$ cat src/rtl/dma_pg_pkg.sv
package dma_pg_pkg;
  localparam int SHARED_OFS = 3;  // channels 0 and 1 share this offset

  // channel -> register offset: ch0,ch1 -> 3, ch2 -> 1, ch3 -> 2
  function automatic int ch_to_ofs(input int ch);
    if (ch < 2) return SHARED_OFS;
    else return ch - 1;
  endfunction
endpackage

$ cat src/rtl/dma_pg_regs.sv
module dma_pg_regs #(
  parameter int OFS_W  = 2,
  parameter int DATA_W = 8,
  parameter int PAGE_W = 4,
  localparam int NUM_OFS = 1 << OFS_W
) (
  input  logic                              clk_i,
  input  logic                              rst_ni,
  input  logic                              wr_i,
  input  logic [OFS_W-1:0]                  ofs_i,
  input  logic [DATA_W-1:0]                 data_i,
  output logic [NUM_OFS-1:0][PAGE_W-1:0]    page_o
);
  assign page_o[0] = '0;  // offset 0 holds no register

  for (genvar g = 1; g < NUM_OFS; g++) begin : g_pg
    logic [PAGE_W-1:0] pg_q;
    always_ff @(posedge clk_i or negedge rst_ni) begin
      if (!rst_ni)                          pg_q <= '0;
      else if (wr_i && ofs_i == OFS_W'(g))  pg_q <= data_i[PAGE_W-1:0];
    end
    assign page_o[g] = pg_q;
  end
endmodule

$ cat src/rtl/dma_pg_chan_sel.sv
module dma_pg_chan_sel #(
  parameter int NUM_CH = 4,
  localparam int CH_W = (NUM_CH > 1) ? $clog2(NUM_CH) : 1
) (
  input  logic [NUM_CH-1:0] ack_i,
  output logic              any_o,
  output logic [CH_W-1:0]   ch_o
);
  // scan downward so the lowest active channel is the last assignment
  always_comb begin
    ch_o = '0;
    for (int i = NUM_CH - 1; i >= 0; i--) begin
      if (ack_i[i]) ch_o = CH_W'(i);
    end
  end
  assign any_o = |ack_i;
endmodule

$ cat src/rtl/dma_pg_wait.sv
module dma_pg_wait #(
  parameter int NUM_CH = 4,
  parameter logic [NUM_CH-1:0] WAIT_MASK = 4'b1110,
  localparam int CH_W = (NUM_CH > 1) ? $clog2(NUM_CH) : 1
) (
  input  logic            any_i,
  input  logic [CH_W-1:0] ch_i,
  output logic            ext_o
);
  assign ext_o = any_i & WAIT_MASK[ch_i];
endmodule

$ cat src/rtl/dma_page_ext.sv
module dma_page_ext
  import dma_pg_pkg::*;
#(
  parameter int NUM_CH = 4,
  parameter int OFS_W  = 2,
  parameter int DATA_W = 8,
  parameter int PAGE_W = 4,
  parameter int LOW_W  = 16,
  parameter logic [NUM_CH-1:0] WAIT_MASK = 4'b1110,
  localparam int NUM_OFS = 1 << OFS_W,
  localparam int ADDR_W  = LOW_W + PAGE_W,
  localparam int CH_W    = (NUM_CH > 1) ? $clog2(NUM_CH) : 1
) (
  input  logic              clk_i,
  input  logic              rst_ni,
  input  logic              io_wr_i,
  input  logic [OFS_W-1:0]  io_ofs_i,
  input  logic [DATA_W-1:0] io_data_i,
  input  logic [NUM_CH-1:0] dack_i,
  input  logic [LOW_W-1:0]  dma_addr_i,
  output logic [ADDR_W-1:0] mem_addr_o,
  output logic              addr_oe_o,
  output logic              cycle_ext_o
);
  logic [NUM_OFS-1:0][PAGE_W-1:0] page_q;
  logic                           any_ack;
  logic [CH_W-1:0]                sel_ch;
  logic [NUM_CH-1:0][OFS_W-1:0]   ch_ofs;
  logic [PAGE_W-1:0]              sel_page;

  dma_pg_regs #(.OFS_W(OFS_W), .DATA_W(DATA_W), .PAGE_W(PAGE_W)) u_regs (
    .clk_i(clk_i), .rst_ni(rst_ni), .wr_i(io_wr_i),
    .ofs_i(io_ofs_i), .data_i(io_data_i), .page_o(page_q)
  );

  dma_pg_chan_sel #(.NUM_CH(NUM_CH)) u_sel (
    .ack_i(dack_i), .any_o(any_ack), .ch_o(sel_ch)
  );

  dma_pg_wait #(.NUM_CH(NUM_CH), .WAIT_MASK(WAIT_MASK)) u_wait (
    .any_i(any_ack), .ch_i(sel_ch), .ext_o(cycle_ext_o)
  );

  for (genvar c = 0; c < NUM_CH; c++) begin : g_map
    assign ch_ofs[c] = OFS_W'(ch_to_ofs(c));
  end

  assign sel_page   = page_q[ch_ofs[sel_ch]];
  assign addr_oe_o  = any_ack;
  // page is concatenated, never summed: low rollover stays in page
  assign mem_addr_o = any_ack ? {sel_page, dma_addr_i} : '0;
endmodule

$ cat config.mk
export PLATFORM = sky130hd
export DESIGN_NAME = dma_page_ext
export DESIGN_NICKNAME = d
export VERILOG_FILES = /design/src/rtl/dma_pg_pkg.sv /design/src/rtl/dma_pg_regs.sv /design/src/rtl/dma_pg_chan_sel.sv /design/src/rtl/dma_pg_wait.sv /design/src/rtl/dma_page_ext.sv
export SDC_FILE = /design/constraint.sdc
export NUM_CORES = 1
export LEC_CHECK = 0
export ABC_AREA = 1
export BUFFER_PORTS_ARGS = -buffer_cell sky130_fd_sc_hd__buf_2
export CAP_MARGIN = 20
export CORE_UTILIZATION = 39
export DETAILED_ROUTE_END_ITERATION = 8
export GPL_ROUTABILITY_DRIVEN = 0
export PLACE_DENSITY = 0.76
export REMOVE_ABC_BUFFERS = 1
export SYNTH_ARGS = -nofsm -noshare
export SYNTH_HDL_FRONTEND = slang
export SYNTH_SLANG_ARGS = --single-unit
export TNS_END_PERCENT = 50
$ cat constraint.sdc
create_clock -name clk_i -period 0.9 [get_ports clk_i]
set_input_delay 0.135 -clock clk_i [delete_from_list [all_inputs] [get_ports clk_i]]
set_output_delay 0.135 -clock clk_i [all_outputs]
set_load 0.05 [all_outputs]
==> impl.org, run 1 <==
** Status
- Status :: finished with violations
- Violated checks :: negative setup slack

** Routing
- Summing over every cut layer, the via total after detailed routing is 966.
- In the routed layout, each cell is associated on average with a via count of around 4.9.
- Average wire per cell in the routed design :: between 10 and 15 um
- The detail route stage leaves a number of antenna-violating nets equal to 0.
- The first TritonRoute pass finished after 4 iterations.
- Drt initial violations :: 12
- The final layout contains routed wiring with a total length of just under 3000 um.
- Detailed-route DRC error count :: 0

** Critical path
- The critical path starts at u_regs.g_pg[2].pg_q[3].
- STA classifies the critical path endpoint as an output port.
- Biggest cell delay along the critical path :: roughly 0.40 ns
- Together, buffers and inverters on the worst path number 1.
- The worst setup path is launched from a flop.
- CP max-delay cell :: dfrtp_1
- For the worst setup path, the data arrival time is 1.01 ns.
- Top delay family on crit path :: flip-flops
- Most frequent cell on the critical path :: nand3_2
- Worst-path maximum fanout :: 2
- The signal on the critical path passes through nand3_2 -> nand3_2 -> buf_8.
- The startpoint identified for the worst register-to-register timing path is u_regs.g_pg[2].pg_q[3].
- At the worst endpoint, the required time is 0.76 ns.
- Kind of critical path :: flop to output port
- Endpoint of the worst register-to-register path :: u_regs.g_pg[2].pg_q[3]
- For the worst flop-to-flop path, the logic depth is 5.
- The worst register-to-register path has a setup slack of -0.07 ns.

** STA
- Final-report hold violation count :: 0
- Max_slew headroom :: around 75%
- Final hold analysis gives a worst-case slack of between 0.1 and 0.15 ns.
- Timing would allow up to 873.7 MHz.
- Final setup fails :: 24
- Across all setup checks in the final design, the least slack found is -0.2446 ns.
- Of the available clock period, the critical path in the final layout requires 127.2%.
- The max-slew violation total from the final report was 0.
- For the pin with the worst max-slew slack, the measured transition is 0.3772 ns.
- The worst path in the final design needs a cycle of ~1.1 ns, including I/O delays and setup.
- Setup TNS :: -3.732 ns
- For the final database, setup skew stands at 0 ns.
- Setup repair after global routing could not meet its margin everywhere.

** Global route
- Global-route wire length before repair :: 3788 um
- Busiest metal layer after global routing :: met2
- For this run, the total global-route usage over all layers was measured as between 20% and 30%.
- Met2 layer usage reported by global route :: between 40% and 50%
- Pin count of the biggest net entering global routing :: 13
- The number of global-route vias before repair came to 887.
- The initial antenna violation count is 0.
- After global routing the overflow that remains totals 0.
- In the global route stage, met3 resource usage came out at 4.762%.
- Met1 Track Usage GR :: 27.25%

** Clocking
- The longest clock path from root to sink contains 2 buffers.
- Clock slew seen by the registers of the worst setup and hold paths :: roughly 0.080 ns
- TritonCTS Buffers :: 3
- Total number of H-tree levels :: 1
- The cell sitting at the root of the clock tree is a clkbuf_4.
- CTS sink cnt :: 12
- Clock network latency to the later pin of the worst-skew pair :: around 0.27 ns
- Clock tree from TritonCTS :: yes

** Floorplan
- Die width :: between 40 and 50 um
- The floorplan has 15 rows.
- Die Footprint :: 2071 sq um
- Once the floorplan was initialized, standard cells occupied a little over two fifths of the core.
- Height of the die :: 45.51 um
- I/O pin count :: 55
- After floorplanning, the core was sized to cover between 1500 and 2000 sq um.

** Cells and area
- Area growth from synthesis to final layout :: 98.48%
- 0 antenna diodes ended up in the layout.
- Combined flip-flop and latch cell area :: 300.3 sq um
- Post-layout instance count excluding filler cells :: 199
- The register with the most flip-flops in the final layout is u_regs.g_pg.pg_q.
- Share of the core filled with cells in the final layout :: 83.94%
- Fill cells in the final layout number between 90 and 100.
- Commonest non-fill, non-tap cell in the layout :: buf_2
- Largest registers :: u_regs.g_pg.pg_q: 12 flops
- Most frequent cells in the layout :: 27 x buf_2, 25 x inv_1, 22 x buf_6, 14 x buf_4, 13 x nand2_1
- The multi-input combinational cells in the finished layout cover a total of around 430 sq um.
- Finished Cell Area :: 1465 sq um
- The final layout contains 208 nets.
- Number of flip-flops in the largest register :: 12
- Share of post-route cells with drive strength above 1 :: 59.77%

** Synth
- Post-synthesis cell type with the largest combined area :: dfrtp_1
- In this run the cell area of the synthesized design comes to 738.2 sq um.
- Synthesis produced 103 cells.
- The synthesized design contains 12 register bits.
- Ranking of synthesized cells by area :: dfrtp_1 41%, inv_1 13%, nand3_1 10%
- Synth cell types :: 12
- The share of synthesized area in the top cell type comes to 40.68%.
- Yosys warning total :: 0
- For this run, the register share of the synthesized area comes to 40.68%.
- Each instance of the synthesized netlist takes up on average 7.167 sq um.

** Place
- At the placement stage, the worst setup path has a slack of -0.2640 ns.
- In this run the cell area measured after placement is 1015 sq um.
- Port buffer count :: 50
- Sum of net half-perimeters after detailed placement :: roughly 1400 um
- Number of cells after detailed placement :: around 180

** Worst hold path
- Along the worst hold path, the cell count comes to 3.
- The worst hold path belongs to the class primary input to flop.
- Critical hold path startpoint :: io_data_i[0]
- End point of the most critical hold path :: u_regs.g_pg[2].pg_q[0]

** Job
- Max-cap violations :: 0

** Pwr
- Leak Pwr :: 0.8207 nW
- In this run the power density over the cells is about 1500 nW/um^2.
- Overall power consumption after layout is estimated at around 2.1 mW.
- Max IR drop VDD :: approximately 0.0012 V
worst min-delay path: cells and delay by family:
family | cells | cell delay (ns)
buf+inv | 2 | 0.12
compound gates | 1 | 0.12
area by class of cell:
type / instances / share of cell area [%]
repair buffers: 67 / 37.06
repair inverters: 1 / 0.7686
flip-flops and latches: 12 / 20.50
clock buffers: 4 / 2.477
inverters: 26 / 7.515
well taps: 25 / 2.135
multi-input cells: 64 / 29.55
cells by family (layout without fill, tap and decap cells):
| logic type | Yosys count | count (layout) | share of synthesized area, % |
|---|---|---|---|
| compound gates | 13 | 13 | 8.813 |
| buf+inv | 27 | 98 | 16.27 |
| flops | 12 | 12 | 40.68 |
| simple gates | 51 | 51 | 34.24 |
metal layers:
layer	vias up	wire, um
met2	55	1645
met3	16	172
li1	456	-
met1	439	1013
met4	0	125
met5	-	0
cell usage after synthesis, drive strengths merged:
cell type / number
dfrtp: 12
buf: 1
nand3: 15
inv: 26
nor2: 19
o21ai: 12
a21oi: 1
nand2: 17
how the worst max path moves through the flow:
| stage | end | slack [ns] | cells past startpoint |
|---|---|---|---|
| final | mem_addr_o[19] | -0.24 | 3 |
| after detailed placement | mem_addr_o[2] | -0.26 | 6 |
| after global routing | mem_addr_o[19] | -0.29 | 3 |
| after CTS | mem_addr_o[19] | -0.23 | 3 |
| after floorplan | mem_addr_o[0] | -0.36 | 4 |
| after global placement | mem_addr_o[2] | -0.23 | 6 |
what timing repair did:
item	CTS	global route
buffers inserted	7	7
hold buffers	1	0
endpoints found under the setup margin	22	22
endpoints found under the hold margin	12	0
resized for setup	62	24
pin swaps	7	6
cloned	1	0
power by group:
| part | switching [mW] | internal, mW | leakage (nW) | total, mW |
|---|---|---|---|---|
| sequential | 0.0626 | 0.625 | 0.150 | 0.687 |
| combinational | 0.579 | 0.439 | 0.650 | 1.02 |
| clock | 0.179 | 0.246 | 0.0210 | 0.424 |
Power figures use the tool's default switching activity.
==> inputs of run 2 (changes only) <==
--- a/config.mk
+++ b/config.mk
@@ -11,7 +11,7 @@
 export CORE_UTILIZATION = 39
 export DETAILED_ROUTE_END_ITERATION = 8
 export GPL_ROUTABILITY_DRIVEN = 0
-export PLACE_DENSITY = 0.76
+export PLACE_DENSITY = 0.78
 export REMOVE_ABC_BUFFERS = 1
 export SYNTH_ARGS = -nofsm -noshare
 export SYNTH_HDL_FRONTEND = slang
==> impl.org, run 2 (same netlist as run 1, synthesis figures left out) <==
** Clocking
- TritonCTS Buffers :: 3 (unchanged)
- CTS sink cnt :: 12 (unchanged)
- TritonCTS built the clock tree.
- The worst-skew pair later-pin latency is 0.28 ns (about the same).
- Clock slew seen by the registers of the worst setup and hold paths :: 0.08 ns (about the same)
- Maximum root-to-sink buffer count :: 2 (unchanged)
- The root buffer cell chosen for the clock tree is clkbuf_4.
- Total number of H-tree levels :: 1 (unchanged)

** Critical path
- CP endpoint kind :: output port
- STA classifies the critical path startpoint as a flop.
- The data arrival time of the critical path is 1.07 ns (+0.06 ns).
- CP max-delay cell :: dfrtp_1
- Endpoint of the worst register-to-register path :: u_regs.g_pg[2].pg_q[3]
- The cell depth of the worst flop-to-flop path came to 4 (-1).
- Ordered list of cells on the worst path :: nand3_2 -> nand3_2 -> buf_8
- The number of buffers and inverters on the critical path is 1 (unchanged).
- The cell that appears most often on the critical path is nand3_2.
- Grouping stages by cell kind, the critical path spends the most delay in flip-flops.
- Biggest cell delay along the critical path :: 0.42 ns (+0.02 ns)
- Worst-case register-to-register setup slack :: 0.01 ns (+0.08 ns)
- Kind of critical path :: flop to output port
- The required time reported for the critical path endpoint came to 0.76 ns (about the same).
- The largest fanout on the critical path came to 2 (unchanged).
- Worst r2r src :: u_regs.g_pg[2].pg_q[3]

** Job
- The max capacitance violation total was 0 (unchanged).

** Routing
- Post-detailed-routing wire length :: 3276 um (+11%)
- Router iterations before antenna repair :: 4 (unchanged)
- The detailed-route wire length on metal 1 was 1149 um (+13%).
- Uppermost signal routing layer after detailed routing :: met4
- The DRC marker count from the first detailed-route iteration is 44 (+32).
- Number of vias per cell :: 5.105 (+5.2%)
- Met2 WL post-DR :: 1873 um (+14%)
- Detailed-route DRC error count :: 0 (unchanged)
- Length of routed met3 wiring :: 217 um (+26%)
- Detailed-route via count :: 1021 (+5.7%)
- Average wire per cell in the routed design :: 16.38 um (+10%)
- ANT nets after route :: 0 (unchanged)

** Cells and area
- Commonest non-fill, non-tap cell in the layout :: buf_2
- Most flop-heavy register :: u_regs.g_pg.pg_q
- The flip-flop count of the largest register after layout was 12 (unchanged).
- Fill cell total of the finished layout :: 94 (-4.1%)
- Share of the core filled with cells in the final layout :: 83.66% (-0.29 points)
- In the layout the commonest cells are 28 x buf_2, 25 x inv_1, 20 x buf_6, 16 x buf_4, 15 x nand2_1.
- The count of nets after finishing came to 209 (+0.48%).
- The area growth from synthesis to layout is 97.80%.
- Share of post-route cells with drive strength above 1 :: 57.14% (-2.6 points)
- The antenna diode count is 0 (unchanged).
- The largest registers in the layout are u_regs.g_pg.pg_q: 12 flops.

** Global route
- All-Layer GR Usage :: 25.37% (-0.50 points)
- Total grt overflow :: 0 (unchanged)
- Antenna violations before repair :: 0 (unchanged)
- The global-route wire length before repair is 3663 um (-3.3%).
- Pin count of the biggest net entering global routing :: 13 (unchanged)
- The number of global-route vias before repair is 898 (+1.2%).

** Floorplan
- Core Box Area :: 1745 sq um (unchanged)
- Die Footprint :: 2071 sq um (unchanged)
- Row Count :: 15 (unchanged)
- Die width :: 45.51 um (unchanged)
- The number of primary I/O pins was 55 (unchanged).
- Initial cell density of the core :: 42.29% (unchanged)
- Height of the die :: 45.51 um (unchanged)

** Pwr
- Internal Dissipation :: 1.299 mW (-0.78%)
- The register share of total power is 31.8% (-0.5 points).
- Clock Power Share :: 20.8% (+0.9 points)
- Overall power :: 2.161 mW (+1.5%)
- Power spent charging and discharging nets :: 0.8625 mW (+5.1%)
- Leak Pwr :: 0.8182 nW (-0.31%)
- Power density over the cells :: 1480 nW/um^2 (+1.8%)
- The worst-case vdd ir drop came to 0.001311 V (+7.0%).
- Switching share of power :: 39.90% (+1.4 points)
- Proportion of power drawn by combinational gates :: 47.4% (-0.4 points)

** STA
- Worst slew pin tran :: 0.3854 ns (+0.008187 ns)
- The shortest period the worst path allows was 1.206 ns (+0.06182 ns).
- Setup repair after global routing could not meet its margin everywhere.
- Fin Hold WS :: 0.1249 ns (-0.01550 ns)
- The total count of hold-check failures in the final report came to 0 (unchanged).
- Fmax achieved :: 828.9 MHz (-5.1%)
- Final setup fails :: 21 (-13%)
- Setup TNS :: -3.839 ns (-0.1071 ns)
- Final WS setup :: -0.3064 ns (-0.06182 ns)
- Max_slew headroom :: 74.21% (-0.55 points)
- The part of the cycle the worst path needs was 134.0% (+6.9 points).
- The max-slew violation total from the final report came to 0 (unchanged).
- The worst clock skew came to 0 ns (unchanged).

** Place
- Sum of net half-perimeters after detailed placement :: 1484 um (+2.8%)
- Post-placement setup slack :: -0.2828 ns (-0.01877 ns)
- Port buffer count :: 50 (unchanged)

** Worst hold path
- The tightest min-delay check is of the primary input to flop type.
- For hold timing, the worst endpoint is u_regs.g_pg[3].pg_q[1].
- Cell count of the worst hold path :: 3 (unchanged)
- Critical hold path startpoint :: io_data_i[1]

** Status
- The flow ran to the end, but the final reports show violations.
- Violated checks :: negative setup slack
==> run 2: per-layer routing <==
layer	track usage [%]	vias to the layer above
li1	-	455
met1	25.50	493
met2	48.29	69
met3	4.762	4
met4	13.33	0
met5	0	-
==> run 2: worst reg2reg max path: stages, from the launching register on <==
cell and delay [ns]:
dfrtp_1 0.40, buf_4 0.14, buf_6 0.10, nand2_1 0.05
o21ai_1 0.07
==> run 2: power groups by stage <==
stage	logic [mW]	registers (mW)	clock network (mW)
6_report	1.02	0.688	0.449
5_1_grt	1.06	0.691	0.473
4_1_cts	0.826	0.674	0.436
3_5_place_dp	0.646	0.683	0
3_3_place_gp	0.632	0.683	0
2_1_floorplan	0.461	0.668	0
==> run 2: timing repair <==
action | in CTS | in global routing
setup buffers | 8 | 8
gates resized for setup | 52 | 26
gates cloned | 1 | 0
pin swaps | 8 | 5
setup endpoints to repair | 21 | 21
endpoints found under the hold margin | 12 | 0
hold buffers | 1 | 0
==> run 2: cell type report <==
type	count	area (sq um)	share of cell area (%)
Tap cell	25	31.28	2.142
Multi-Input combinational cell	64	425.4	29.13
Timing Repair Buffer	68	540.5	37.02
Sequential cell	12	300.3	20.57
Timing Repair inverter	1	16.27	1.114
Clock buffer	4	36.28	2.485
Inverter	26	110.1	7.541
==> run 2: metrics by stage <==
stage | area (sq um) | instances
floorplan | 718.2 | 102
global placement | 1007 | 178
detailed placement | 1007 | 178
CTS | 1295 | 192
global route | 1460 | 200
finish | 1460 | 200
==> run 2: how the worst max path moves through the flow <==
stage                                 startpoint             end  slack, ns  depth (start not counted)
after global placement                 dack_i[0]   mem_addr_o[0]      -0.23                          6
after detailed placement               dack_i[0]   mem_addr_o[1]      -0.28                          6
after CTS                 u_regs.g_pg[2].pg_q[0]  mem_addr_o[16]      -0.24                          3
after global routing      u_regs.g_pg[1].pg_q[3]  mem_addr_o[19]      -0.32                          3
after floorplan                        dack_i[0]   mem_addr_o[0]      -0.36                          4
final                     u_regs.g_pg[1].pg_q[3]  mem_addr_o[19]      -0.31                          3
